==> config.mk <==
export PLATFORM = sky130hd
export DESIGN_NAME = smp_fifo
export DESIGN_NICKNAME = d
export VERILOG_FILES = /design/src/rtl/smpf_pkg.sv /design/src/rtl/smpf_fmt.sv /design/src/rtl/smpf_store.sv /design/src/rtl/smpf_ctrl.sv /design/src/rtl/smp_fifo.sv
export SDC_FILE = /design/constraint.sdc
export NUM_CORES = 1
export LEC_CHECK = 0
export ABC_AREA = 0
export CORE_ASPECT_RATIO = 1.25
export CORE_MARGIN = 5
export CORE_UTILIZATION = 45
export DETAILED_ROUTE_END_ITERATION = 10
export MAX_ROUTING_LAYER = met4
export PLACE_DENSITY = 0.65
export SYNTH_ARGS = -nofsm -noshare
export SYNTH_HDL_FRONTEND = slang
export SYNTH_SLANG_ARGS = --single-unit
==> constraint.sdc <==
create_clock -name clk -period 3.55 [get_ports clk]
set_input_delay 0.5325 -clock clk [delete_from_list [all_inputs] [get_ports clk]]
set_output_delay 0.5325 -clock clk [all_outputs]
set_load 0.03 [all_outputs]
==> src/rtl/smpf_pkg.sv <==
package smpf_pkg;

  localparam int ENTRY_W = 32;
  localparam int HALF_W  = 16;

  typedef enum logic [1:0] {
    RD_IDLE  = 2'd0,
    RD_POP   = 2'd1,
    RD_BADW  = 2'd2,
    RD_EMPTY = 2'd3
  } rd_kind_e;

  // Widen a raw sample of res_w bits to a storage entry.
  function automatic logic [ENTRY_W-1:0] widen_sample(
    input logic [ENTRY_W-1:0] raw,
    input int unsigned        res_w,
    input logic               bipolar,
    input logic               wide
  );
    logic [ENTRY_W-1:0] r;
    logic               fill;
    fill = bipolar & raw[res_w-1];
    for (int i = 0; i < ENTRY_W; i++) begin
      if (i < int'(res_w))          r[i] = raw[i];
      else if (!wide && i >= HALF_W) r[i] = 1'b0;
      else                           r[i] = fill;
    end
    return r;
  endfunction

endpackage

==> src/rtl/smpf_fmt.sv <==
module smpf_fmt
  import smpf_pkg::*;
#(
  parameter int RES_W = 14
) (
  input  logic [RES_W-1:0]   sample_i,
  input  logic               bipolar_i,
  input  logic               wide_i,
  output logic [ENTRY_W-1:0] entry_o
);

  localparam int PAD_W = ENTRY_W - RES_W;

  logic [ENTRY_W-1:0] raw;

  always_comb begin
    raw     = {{PAD_W{1'b0}}, sample_i};
    entry_o = widen_sample(raw, RES_W, bipolar_i, wide_i);
  end

endmodule

==> src/rtl/smpf_store.sv <==
module smpf_store
  import smpf_pkg::*;
#(
  parameter int DEPTH = 8,
  parameter int AW    = 3,
  parameter int CNT_W = 4
) (
  input  logic               clk,
  input  logic               rst_n,
  input  logic               flush_i,
  input  logic               push_i,
  input  logic               pop_i,
  input  logic [ENTRY_W-1:0] wdata_i,
  output logic [ENTRY_W-1:0] head_o,
  output logic [CNT_W-1:0]   count_o
);

  localparam logic [AW-1:0] LAST_IDX = AW'(DEPTH - 1);

  logic [ENTRY_W-1:0] mem [DEPTH];
  logic [AW-1:0]      wr_ptr_q, wr_ptr_d;
  logic [AW-1:0]      rd_ptr_q, rd_ptr_d;
  logic [CNT_W-1:0]   cnt_q, cnt_d;
  logic               ptr_en;

  function automatic logic [AW-1:0] step(input logic [AW-1:0] p);
    return (p == LAST_IDX) ? '0 : p + 1'b1;
  endfunction

  always_comb begin
    wr_ptr_d = wr_ptr_q;
    rd_ptr_d = rd_ptr_q;
    cnt_d    = cnt_q;
    if (flush_i) begin
      wr_ptr_d = '0;
      rd_ptr_d = '0;
      cnt_d    = '0;
    end else begin
      if (push_i) wr_ptr_d = step(wr_ptr_q);
      if (pop_i)  rd_ptr_d = step(rd_ptr_q);
      case ({push_i, pop_i})
        2'b10:   cnt_d = cnt_q + 1'b1;
        2'b01:   cnt_d = cnt_q - 1'b1;
        default: cnt_d = cnt_q;
      endcase
    end
  end

  assign ptr_en = flush_i | push_i | pop_i;

  always_ff @(posedge clk or negedge rst_n) begin
    if (!rst_n) begin
      wr_ptr_q <= '0;
      rd_ptr_q <= '0;
      cnt_q    <= '0;
    end else if (ptr_en) begin
      wr_ptr_q <= wr_ptr_d;
      rd_ptr_q <= rd_ptr_d;
      cnt_q    <= cnt_d;
    end
  end

  // Storage array carries no reset; pointers guard every read.
  always_ff @(posedge clk) begin
    if (push_i && !flush_i) mem[wr_ptr_q] <= wdata_i;
  end

  assign head_o  = mem[rd_ptr_q];
  assign count_o = cnt_q;

endmodule

==> src/rtl/smpf_ctrl.sv <==
module smpf_ctrl
  import smpf_pkg::*;
#(
  parameter int DEPTH      = 8,
  parameter int CNT_W      = 4,
  parameter bit FORCE_WIDE = 1'b0
) (
  input  logic               clk,
  input  logic               rst_n,
  input  logic               flush_i,
  input  logic               cfg_wide_i,
  input  logic               cfg_notify_i,
  input  logic               wr_en_i,
  input  logic               wr_last_i,
  input  logic               rd_en_i,
  input  logic               rd_wide_i,
  input  logic [CNT_W-1:0]   count_i,
  input  logic [ENTRY_W-1:0] head_i,
  output logic               push_o,
  output logic               pop_o,
  output logic               mode_wide_o,
  output logic               done_o,
  output logic               illegal_o,
  output logic               overflow_o,
  output logic               underflow_o,
  output logic [ENTRY_W-1:0] rd_data_o
);

  logic               mode_q, mode_d;
  logic               done_q, done_d;
  logic               ill_q, ill_d;
  logic               ovf_q, ovf_d;
  logic               unf_q, unf_d;
  logic [ENTRY_W-1:0] rd_q, rd_d;
  logic               full, empty, wr_open, rd_ld;
  rd_kind_e           rd_kind;

  assign full    = (count_i == CNT_W'(DEPTH));
  assign empty   = (count_i == '0);
  assign wr_open = wr_en_i & ~flush_i & ~done_q;
  assign push_o  = wr_open & ~full;

  always_comb begin
    if (!rd_en_i || flush_i)      rd_kind = RD_IDLE;
    else if (rd_wide_i != mode_q) rd_kind = RD_BADW;
    else if (empty)               rd_kind = RD_EMPTY;
    else                          rd_kind = RD_POP;
  end

  assign pop_o = (rd_kind == RD_POP);
  assign rd_ld = flush_i | rd_en_i;

  always_comb begin
    if (flush_i) begin
      mode_d = cfg_wide_i | FORCE_WIDE;
      done_d = 1'b0;
      ill_d  = 1'b0;
      ovf_d  = 1'b0;
      unf_d  = 1'b0;
      rd_d   = '0;
    end else begin
      mode_d = mode_q;
      done_d = done_q | (push_o & wr_last_i & cfg_notify_i);
      ill_d  = ill_q | (rd_kind == RD_BADW);
      ovf_d  = ovf_q | (wr_open & full);
      unf_d  = unf_q | (rd_kind == RD_EMPTY);
      rd_d   = (rd_kind == RD_POP) ? head_i : '0;
    end
  end

  always_ff @(posedge clk or negedge rst_n) begin
    if (!rst_n) begin
      mode_q <= FORCE_WIDE;
      done_q <= 1'b0;
      ill_q  <= 1'b0;
      ovf_q  <= 1'b0;
      unf_q  <= 1'b0;
    end else begin
      mode_q <= mode_d;
      done_q <= done_d;
      ill_q  <= ill_d;
      ovf_q  <= ovf_d;
      unf_q  <= unf_d;
    end
  end

  always_ff @(posedge clk or negedge rst_n) begin
    if (!rst_n)     rd_q <= '0;
    else if (rd_ld) rd_q <= rd_d;
  end

  assign mode_wide_o = mode_q;
  assign done_o      = done_q;
  assign illegal_o   = ill_q;
  assign overflow_o  = ovf_q;
  assign underflow_o = unf_q;
  assign rd_data_o   = rd_q;

endmodule

==> src/rtl/smp_fifo.sv <==
module smp_fifo
  import smpf_pkg::*;
#(
  parameter  int RES_W = 14,
  parameter  int DEPTH = 8,
  localparam int CNT_W = $clog2(DEPTH + 1)
) (
  input  logic               clk,
  input  logic               rst_n,
  input  logic               flush_i,
  input  logic               cfg_wide_i,
  input  logic               cfg_notify_i,
  input  logic               wr_en_i,
  input  logic [RES_W-1:0]   wr_data_i,
  input  logic               wr_bipolar_i,
  input  logic               wr_last_i,
  input  logic               rd_en_i,
  input  logic               rd_wide_i,
  output logic [ENTRY_W-1:0] rd_data_o,
  output logic [CNT_W-1:0]   count_o,
  output logic               done_o,
  output logic               illegal_o,
  output logic               overflow_o,
  output logic               underflow_o
);

  localparam int AW         = (DEPTH > 1) ? $clog2(DEPTH) : 1;
  localparam bit FORCE_WIDE = (RES_W > HALF_W);

  logic               mode_wide;
  logic               push, pop;
  logic [ENTRY_W-1:0] wentry, head;

  smpf_fmt #(.RES_W(RES_W)) u_fmt (
    .sample_i  (wr_data_i),
    .bipolar_i (wr_bipolar_i),
    .wide_i    (mode_wide),
    .entry_o   (wentry)
  );

  smpf_store #(.DEPTH(DEPTH), .AW(AW), .CNT_W(CNT_W)) u_store (
    .clk     (clk),
    .rst_n   (rst_n),
    .flush_i (flush_i),
    .push_i  (push),
    .pop_i   (pop),
    .wdata_i (wentry),
    .head_o  (head),
    .count_o (count_o)
  );

  smpf_ctrl #(.DEPTH(DEPTH), .CNT_W(CNT_W), .FORCE_WIDE(FORCE_WIDE)) u_ctrl (
    .clk          (clk),
    .rst_n        (rst_n),
    .flush_i      (flush_i),
    .cfg_wide_i   (cfg_wide_i),
    .cfg_notify_i (cfg_notify_i),
    .wr_en_i      (wr_en_i),
    .wr_last_i    (wr_last_i),
    .rd_en_i      (rd_en_i),
    .rd_wide_i    (rd_wide_i),
    .count_i      (count_o),
    .head_i       (head),
    .push_o       (push),
    .pop_o        (pop),
    .mode_wide_o  (mode_wide),
    .done_o       (done_o),
    .illegal_o    (illegal_o),
    .overflow_o   (overflow_o),
    .underflow_o  (underflow_o),
    .rd_data_o    (rd_data_o)
  );

endmodule

; Word-level counts from Yosys, hierarchy flattened
; Memories as Yosys holds them, arrays and structs flattened.
; Index checks and enable logic that the tools add are counted.
[word_totals]
register_bits = 47
ramBits = 256
inputBits = 24
mem_count = 1
[memory_table]
columns = memory, depth, width, rd, rd_ports_with_merged_regs, wr, line_no
row1 = u_store.mem, 8, 32, 1, 0, 1, smpf_store.sv:20  ; logic [ENTRY_W-1:0] mem [DEPTH];
[classes]
add_sub_neg = 4
eq_ne = 9
muxes = 20
n_bitwise = 17
n_reduce_logical = 11
[op_table]
columns = cell, n
row1 = $mux W32, 2
row2 = $mux W3, 6
row3 = $pmux W4 S2, 1
row4 = $and A1 B1 Y1, 7
row5 = $mux W1, 7
row6 = $or A1 B1 Y1, 7
row7 = $add A3 B1 Y3 const B, 2
row8 = $eq A2 B2 Y1 const B, 3
row9 = $eq A3 B3 Y1 const B, 2
row10 = $mux W2, 3
row11 = $reduce_and A2 Y1, 3
row12 = $add A4 B1 Y4 const B, 1
row13 = $eq A2 B1 Y1 const B, 2
row14 = $eq A4 B4 Y1 const B, 1
row15 = $logic_not A4 Y1, 1
row16 = $mux W4, 1
row17 = $reduce_bool A2 Y1, 2
row18 = $sub A4 B1 Y4 const B, 1
row19 = $not A1 Y1, 3
row20 = $reduce_bool A3 Y1, 1
row21 = $logic_not A1 Y1, 2
row22 = $logic_and A1 B1 Y1, 1
row23 = $logic_or A1 B1 Y1, 1
row24 = $ne A1 B1 Y1, 1

; Depth between registers and ports, before layout
; Gate-level depths: netlist of run 1.
[depth]
depth_word = 8
ltp_mapped = 12
ltp_nobuf = 9

; Cells and area by module
; From an unflattened synthesis of run 1, not the netlist that was laid out.
[unflattened]
cells_unflattened = 570
hier_area_um2 = 11910.2
[modules_own_cells]
columns = mod, n_inst, cells_each, area_each_um2, seq_area_each_um2
row1 = smpf_store, 1, 444, 10269.8, 7937.6
row2 = smpf_ctrl, 1, 94, 1402.6, 925.9
row3 = smpf_fmt, 1, 32, 237.7, 0.0

; Least setup slack after synthesis of run 1
; No wires, ideal clock.
[synth_timing]
path_kind = in2reg
startpoint = input flush_i
endpoint = memory u_store.mem[0][0], enable pin
setup_ns = 0.409
arrival_ns = 2.582
required_ns = 3.141
path_slack_ns = 0.559
stages = 5
path_buffers = 1
path_cell_list = buf_6 -> or3b_4 -> a21oi_2 -> nand2b_1 -> nor3_1
[synth_via]
elab_chain_cells = 7
elab_cells_between_ends = 8
[synth_lines]
columns = element, line_no
row1 = "start, declared", smp_fifo.sv:10  ; input logic flush_i,
row2 = $not A1 Y1, smpf_ctrl.sv:40  ; assign wr_open = wr_en_i & ~flush_i & ~done_q;
row3 = $and A1 B1 Y1 (2 in a row), smpf_ctrl.sv:40
row4 = $and A1 B1 Y1, smpf_ctrl.sv:41  ; assign push_o = wr_open & ~full;
row5 = $logic_and A1 B1 Y1 (*), smpf_store.sv:65  ; if (push_i && !flush_i) mem[wr_ptr_q] <= wdata_i;
row6 = $mux W1 (*), smpf_store.sv:65
row7 = $mux W1 (implied by the code) (*), smpf_store.sv:65
row8 = "end, declared", smpf_store.sv:20
; Every way passes the cells marked *; elsewhere a longest branch is shown, timed or not.

; Final worst setup path of run 1
[layout_timing]
startpoint = register u_store.cnt_q[1], in the netlist u_store.count_o[1]
endpoint = register u_store.cnt_q[3], in the netlist u_store.count_o[3]
[layout_via]
elab_chain_cells = 8
elab_cells_between_ends = 18
[layout_lines]
columns = element, line_no
row1 = "start, declared", smpf_store.sv:23  ; logic [CNT_W-1:0] cnt_q, cnt_d;
row2 = "start signal, assigned", smpf_store.sv:59  ; cnt_q <= cnt_d;
row3 = $logic_not A4 Y1, smpf_ctrl.sv:39  ; assign empty = (count_i == '0);
row4 = $mux W2, smpf_ctrl.sv:46  ; else if (empty) rd_kind = RD_EMPTY;
row5 = $mux W2, smpf_ctrl.sv:45  ; else if (rd_wide_i != mode_q) rd_kind = RD_BADW;
row6 = $mux W2, smpf_ctrl.sv:44  ; if (!rd_en_i || flush_i) rd_kind = RD_IDLE;
row7 = $eq A2 B1 Y1, smpf_ctrl.sv:50  ; assign pop_o = (rd_kind == RD_POP);
row8 = $eq A2 B1 Y1 / $eq A2 B2 Y1 (equally long branches), smpf_store.sv:41  ; case ({push_i, pop_i})
row9 = $pmux W4 S2 / $reduce_bool A3 Y1 (equally long branches), -
row10 = $mux W4 / $reduce_and A2 Y1 (equally long branches), -
; Parallel ways exist; a longest one is shown, timed or not.
; A chain may end at the register's enable or synchronous reset.

==> run summary, run 1 <==
CRITICAL PATH
--------------------------------------------------------------------------------------
Startpoint Class                                                              register
WS Path Type                                                              register to register
Arrival time of the worst setup path                                           2.92 ns
Slowest CP cell                                                                  or3_1
CP most frequent cell                                                         o211ai_1
Cells traversed along the worst timing path                               or3_1 > o211ai_1 > a21oi_1 > ha_1 > a31oi_1 > a32oi_1 > o21ai_0 > o211ai_1
Crit Path Max Fanout                                                                11
Critical path data required time                                               3.85 ns
Maximum cell stage delay along the critical path                               0.57 ns
Setup crit end kind                                                           register

CTS
--------------------------------------------------------------------------------------
CTS Root Cell                                                                clkbuf_16
Clock tree from TritonCTS                                                        built
Post-CTS Setup Repair Bufs                                                           0
Longest Clk Path Bufs                                                                2
Clock H-tree levels                                                                  4
Number of CTS-inserted buffers                                                      17
Cts repair resizes                                                                   0
Quantity of hold-fixing buffers added after cts                                      0
Num Clock Sinks                                                                    159
Clk_lat worst skew                                                             0.42 ns
Clock slew at the register clock pins of the worst setup and hold paths        0.06 ns

GRT
--------------------------------------------------------------------------------------
Gr ovfl total                                                                        0
First-pass GRT wire length                                                   20,720 um
Total routing resource utilization after global routing                         0.1647
Maximum number of pins on one net before global-route repair                        35
Number of antenna violations at the first check in global routing                    0
Via count of the first global-routing pass                                       3,721

POWER
--------------------------------------------------------------------------------------
Areal power density over the cells                                        583.7 mW/mm^2
Logic gate share of total power                                                  0.144
Clock group share of total power                                                 0.380
Switching power of the nets                                                 0.001154 W
Largest vdd supply drop                                                       280.4 uV
Tot Pwr                                                                     0.004614 W
Share of total power in sequential cells                                         0.476
Sw frac                                                                         0.2502
LEAKAGE                                                                       2.671 nW
Cell internal power dissipation                                             0.003460 W

PLACED DESIGN
--------------------------------------------------------------------------------------
Final HPWL from detailed placement                                             8664 um
Port Buffers                                                                        63
Gp weighted congestion                                                          0.8446

FINISH
--------------------------------------------------------------------------------------
Layout cells sized above 1                                                      0.1960
Synth-to-Final Area Change                                                      20.66%
Number of nets at the end of the flow                                              471
Diodes inserted                                                                      0

FLOORPLANNING
--------------------------------------------------------------------------------------
Core region area                                                          0.01435 sq mm
Die Y                                                                         144.9 um
Die outline area                                                          0.01709 sq mm
Die W                                                                         117.9 um
Core Rows                                                                           49
I/O pin cnt                                                                         64
Initial core utilization                                                        0.4567

STA
--------------------------------------------------------------------------------------
Final setup violation count                                                          0
Achievable clock frequency                                                   381.9 MHz
Post-route setup TNS                                                              0 ns
Unrepaired setup endpoints after global routing                                     no
Max-slew headroom                                                               0.2519
Clock skew                                                                  0.01388 ns
Tightest Pin Transition                                                       1.122 ns
Final number of hold-violating endpoints                                             0
Final Max Tran Viols                                                                 0
Final min period                                                              2.619 ns
Final cycle utilization of the critical path                                    0.7376

SYNTH
--------------------------------------------------------------------------------------
Part of the Yosys area used for sequential elements                             0.7051
Count of cell types in the netlist                                                  48
Synth Area per Inst                                                        17.33 sq um
Number of synthesized flops with an enable pin                                     128
Count of yosys warnings during synthesis                                             0
Top flip-flop cell by instance count after synthesis                          edfxtp_1
Post-synthesis instance total                                                      378
Asr flop ratio synth                                                            0.1950
Post-Synthesis Cell Area                                                  0.006551 sq mm
Post-Synthesis Net Count                                                           408
Flip-flop and latch count after synthesis                                          159

ROUTE
--------------------------------------------------------------------------------------
Post-route DRC violation count                                                       0
Total iterations of the first detailed-routing run                                   5
Via-to-Cell Ratio                                                                5.585
Total Wirelength                                                             13,300 um
Vias after detailed routing                                                      3,530
WL per Instance                                                               21.04 um
Number of DRC markers after the initial detailed-route iteration                   375
ANT nets after route                                                                 0

OUTCOME
--------------------------------------------------------------------------------------
Outcome                                                                   complete, no violations

RUN
--------------------------------------------------------------------------------------
Number of max-capacitance violations reported                                        0

MIN PATH
--------------------------------------------------------------------------------------
Class of the most critical hold timing path                               register to register

-- worst max-delay path: cells and delay by family (launching register included) --
| kind | cells | cell delay, ns |
|---|---|---|
| compound gates | 6 | 1.07 |
| fa+ha+maj | 1 | 0.35 |
| flops | 1 | 0.51 |
| simple gates | 1 | 0.57 |
-- logic make-up after synthesis --
logic type,count (synthesis),synth area share
DFF,159,0.7051
and+or+nand+nor,67,0.05100
muxes,53,0.1425
AOI/OAI and AO/OA,52,0.05042
buffers and inverters,37,0.03419
adders and majority gates,6,0.01146
xor gates and xnor gates,4,0.005349
-- final cells by class --
type                    count  area, sq um
fillers                  1132         6441
flip-flops and latches    159         4622
multi-input cells         182         1718
repair buffers             81        765.7
clock buffers              21        460.4
well taps                 178        222.7
clock inverters            11        116.4
-- worst paths after layout --
kind / slack [ns] / endpoint / cells after the start / from
min: 0.49 / u_ctrl.rd_data_o[0] / 2 / u_ctrl.rd_data_o[0]
max: 0.93 / u_store.count_o[3] / 8 / u_store.count_o[1]
min reg2reg: 0.49 / u_ctrl.rd_data_o[0] / 2 / u_ctrl.rd_data_o[0]
min in group asynchronous: 0.54 / u_ctrl.rd_data_o[3] / 2 / rst_n
max reg2reg: 0.93 / u_store.count_o[3] / 8 / u_store.count_o[1]
max in group asynchronous: 2.66 / u_store.rd_ptr_q[0] / 2 / rst_n
-- cell usage in the layout, fill, tap and decap left out, types with 2 or more instances in the layout --
cell and count:
mux4_2 32, clkinvlp_4 4, nand2b_1 7, clkinv_2 2, nor2_1 17, clkbuf_8 2, o21ai_0 23, a21o_1 4
mux2i_1 19, or3_1 2, xor2_1 3, buf_4 18, clkbuf_16 17, a21oi_1 5, nand2_1 21, mux2_2 2
bufinv_16 2, nor2b_1 3, clkinv_1 2, nor3_2 2, o211ai_1 2, ha_1 6, dfrtp_1 29, clkdlybuf4s50_1 63
edfxtp_1 128, clkbuf_1 2, nor3_1 4, dfrtp_2 2, a31oi_1 5
-- through the flow --
stage	hold WS [ns]	setup WS (ns)	cell area, sq um	cells	utilization
2_1_floorplan	0.2369	0.5588	6551	378	-
3_3_place_gp	0.4681	0.6939	7328	600	0.5108
3_5_place_dp	0.4767	0.5798	7328	600	0.5108
4_1_cts	0.4905	0.9513	7905	632	0.5510
5_1_grt	0.5139	0.7277	7905	632	0.5510
6_report	0.4853	0.9315	7905	632	0.5510
-- power by group through the flow --
| stage | Sequential, W | Combinational [W] | Clock [W] |
|---|---|---|---|
| after global routing | 0.00221 | 0.000709 | 0.00188 |
| final | 0.00220 | 0.000663 | 0.00175 |
| after global placement | 0.00223 | 0.000656 | 0 |
| after CTS | 0.00220 | 0.000669 | 0.00179 |
| after floorplan | 0.00225 | 0.000408 | 0 |
| after detailed placement | 0.00223 | 0.000666 | 0 |
-- Yosys cell counts, types with 2 or more instances --
cell type  count  area (sq um)
mux2_2         2         22.52
nand2_1       21         78.83
buf_6          2         22.52
nor2b_1        3         18.77
buf_4         16         120.1
mux2i_1       19         190.2
mux4_2        32         720.7
clkbuf_1      10         37.54
nor2_1        17         63.81
a31oi_1        5         31.28
a21o_1         4         30.03
o21ai_0       23         115.1
ha_1           6         75.07
edfxtp_1     128          3844
or3_1          2         12.51
xor2_1         3         26.28
o211ai_1       2         15.01
a21oi_1        5         25.02
nor3_1         6         30.03
buf_2          8         40.04
nand2b_1       7         43.79
dfrtp_1       31         775.7
-- sequential cells by signal (all words and copies together) (netlist names) --
signal and flops:
u_ctrl.illegal_o 1, u_store.count_o 4, u_ctrl.done_o 1, u_store.mem 128, u_ctrl.mode_wide_o 1, u_ctrl.rd_data_o 16, u_ctrl.underflow_o 1, u_store.wr_ptr_q 3
u_store.rd_ptr_q 3, u_ctrl.overflow_o 1
-- routing by layer --
layer  wire [um]  track usage  vias up  part of all wire
li1            -            -     1597                 -
met3         608      0.04243        9             0.046
met2        6878       0.2616      109              0.52
met5           0            -        -                 0
met1        5673       0.2078     1815              0.43
met4         133      0.05508        0             0.010
Note: power is estimated with default switching activity, not from simulation.
==> run 2, diff against run 1 <==
--- a/config.mk
+++ b/config.mk
@@ -11,7 +11,7 @@
 export CORE_UTILIZATION = 45
 export DETAILED_ROUTE_END_ITERATION = 10
 export MAX_ROUTING_LAYER = met4
-export PLACE_DENSITY = 0.65
+export PLACE_DENSITY = 0.68
 export SYNTH_ARGS = -nofsm -noshare
 export SYNTH_HDL_FRONTEND = slang
 export SYNTH_SLANG_ARGS = --single-unit
==> constraint.sdc (replaced) <==
create_clock -name clk -period 2.2 [get_ports clk]
set_input_delay 0.33 -clock clk [delete_from_list [all_inputs] [get_ports clk]]
set_output_delay 0.33 -clock clk [all_outputs]
set_load 0.03 [all_outputs]
==> run 2 against run 1 <==
- combinational power is 98% higher
- flip-flop and latch count is the same
- worst hold slack got worse by 0.13 ns
- the flow now finishes with violations (negative setup slack)
- sequential power grew 58%
- critical path type unchanged
- clock skew down 0.0028 ns
- fmax is 17% higher
- critical path depth unchanged
- global-route usage increased by 0.16 points
- routed wire length is 0.59% lower
- clock-buffer cell count fell by 1
- die area unchanged
- cell count up 3.8%
==> run summary, run 2 (same netlist as run 1, synthesis figures left out) <==
PLACED DESIGN
--------------------------------------------------------------------------------------
Post-Place Cells                                                                   625
Port Buffers                                                                        63
Final HPWL from detailed placement                                             8579 um
Gp weighted congestion                                                          0.8395

GRT
--------------------------------------------------------------------------------------
Total routing resource utilization after global routing                         0.1662
First-pass GRT wire length                                                   21,380 um
Via count of the first global-routing pass                                       3,886
Maximum number of pins on one net before global-route repair                        32
Gr ovfl total                                                                        0
Number of antenna violations at the first check in global routing                    0

CTS
--------------------------------------------------------------------------------------
CTS Root Cell                                                                clkbuf_16
Longest Clk Path Bufs                                                                2
Post-CTS Setup Repair Bufs                                                           0
Clk_lat worst skew                                                             0.42 ns
Quantity of hold-fixing buffers added after cts                                      0
Number of CTS-inserted buffers                                                      17
Clock slew at the register clock pins of the worst setup and hold paths        0.06 ns
Clock tree from TritonCTS                                                        built
Clock H-tree levels                                                                  4
Num Clock Sinks                                                                    159

FINISH
--------------------------------------------------------------------------------------
Leading cell types in the layout, fill and taps excluded                  edfxtp_1 (128), clkdlybuf4s50_1 (63), buf_4 (35), mux4_2 (32), dfrtp_1 (26)
Post-layout instance count excluding filler cells                                  656
Total of fill cells in the finished design                                       1,072
Diodes inserted                                                                      0
Register ranked first by flip-flop count                                   u_store.mem
Most common library cell in the layout ignoring fill and taps                 edfxtp_1
Max reg flops                                                                      128
Number of nets at the end of the flow                                              496
Sequential standard cell area                                             0.004626 sq mm
Synth-to-Final Area Change                                                      26.51%
Area used by multi-input combinational logic                              0.001813 sq mm
Layout cells sized above 1                                                      0.2699
Final Util                                                                      0.5777

CRITICAL PATH
--------------------------------------------------------------------------------------
Startpoint Class                                                              register
Crit Path Max Fanout                                                                 4
WS Path Type                                                              register to register
Setup crit end kind                                                           register
Arrival time of the worst setup path                                           2.53 ns
Critical path data required time                                               2.50 ns

FLOORPLANNING
--------------------------------------------------------------------------------------
I/O pin cnt                                                                         64
Core region area                                                          0.01435 sq mm
Die W                                                                         117.9 um
Die Y                                                                         144.9 um
Core Rows                                                                           49
Initial core utilization                                                        0.4567
Die outline area                                                          0.01709 sq mm

POWER
--------------------------------------------------------------------------------------
Areal power density over the cells                                        917.8 mW/mm^2
LEAKAGE                                                                       2.819 nW
Largest vdd supply drop                                                       506.9 uV

ROUTE
--------------------------------------------------------------------------------------
Via-to-Cell Ratio                                                                5.607
Total iterations of the first detailed-routing run                                   4
Number of DRC markers after the initial detailed-route iteration                   271
ANT nets after route                                                                 0
Vias after detailed routing                                                      3,678
Total Wirelength                                                             13,220 um
WL per Instance                                                               20.15 um
Post-route DRC violation count                                                       0

STA
--------------------------------------------------------------------------------------
Achievable clock frequency                                                   447.5 MHz
Final Max Tran Viols                                                                 0
Tightest Pin Transition                                                      0.5945 ns
Clock skew                                                                  0.01108 ns
Unrepaired setup endpoints after global routing                                    yes
Final setup violation count                                                          2
Final number of hold-violating endpoints                                             0
Setup slack of the critical path after layout                              -0.03443 ns
Final cycle utilization of the critical path                                     1.016
Final min period                                                              2.234 ns
Max-slew headroom                                                               0.6023

OUTCOME
--------------------------------------------------------------------------------------
Outcome                                                                   complete, but fails checks
Violated checks                                                           negative setup slack

MIN PATH
--------------------------------------------------------------------------------------
Class of the most critical hold timing path                               input pin to asynchronous set/reset pin

RUN
--------------------------------------------------------------------------------------
Number of max-capacitance violations reported                                        0

==> run 2: changes by cell type in the layout (fill, tap and decap cells not counted), sizes merged <==
cell,change
clkbuf,-1
buf,+25
inv,+1
clkinvlp,-2
clkinv,+1
==> run 2: layout make-up <==
class,count,area share
sequential,159,0.5581
clock buffer,20,0.05510
timing repair buffer,106,0.1271
clock inverter,11,0.01404
tap,178,0.02687
multi-input combinational,182,0.2188
==> run 2: what timing repair did <==
item                                    in CTS  in global routing
cloned                                       0                  0
endpoints found under the hold margin        0                  0
endpoints found under the setup margin       3                 19
resized for setup                            3                  3
pin swaps                                    4                  2
==> run 2: critical path, cell delays in order (launching register included) <==
cell and delay, ns:
dfrtp_2 0.40, or3_4 0.40, o211ai_1 0.28, a21oi_2 0.10, xor2_1 0.16, ha_1 0.23, o311ai_1 0.25, o2bb2ai_1 0.11
a22o_1 0.18
==> run 2: worst paths after layout <==
check | start | end | slack [ns] | cells past startpoint
min in group clk | u_ctrl.rd_data_o[6] | u_ctrl.rd_data_o[6] | 0.49 | 2
worst min-delay path | rst_n | u_ctrl.mode_wide_o | 0.35 | 2
max in group asynchronous | rst_n | u_store.count_o[0] | 1.49 | 2
worst max-delay path | u_store.count_o[2] | u_store.count_o[2] | -0.03 | 8
worst max register to register | u_store.count_o[2] | u_store.count_o[2] | -0.03 | 8
worst min register to register | u_ctrl.rd_data_o[6] | u_ctrl.rd_data_o[6] | 0.49 | 2
==> run 2: per-stage QoR <==
| step | instance area [sq um] | TNS (ns) | power (W) | hold WS (ns) | setup slack [ns] |
|---|---|---|---|---|---|
| after CTS | 8272 | -0.004125 | 0.007656 | 0.3462 | -0.004125 |
| final | 8288 | -0.05478 | 0.007607 | 0.3515 | -0.03443 |
| after detailed placement | 7681 | -10.71 | 0.004812 | 0.4739 | -0.2290 |
| after global placement | 7681 | -6.728 | 0.004782 | 0.4693 | -0.1468 |
| after floorplan | 6643 | -8.109 | 0.004345 | 0.03441 | -0.4035 |
| after global routing | 8288 | -0.3638 | 0.007905 | 0.3911 | -0.1358 |
==> run 2: layer usage <==
metal / global-route usage / vias up / part of all wire
met1: 0.2032 / 1896 / 0.42
met4: 0.06540 / 0 / 0.018
met5: - / - / 0
met3: 0.03815 / 21 / 0.042
li1: - / 1650 / -
met2: 0.2698 / 111 / 0.52
==> run 2: where the power goes <==
part	total, W	internal (W)	switching, W
Sequential	0.00347	0.00339	0.0000805
Clock	0.00282	0.00172	0.00111
Combinational	0.00131	0.000602	0.000710
Total	0.00761	0.00571	0.00190
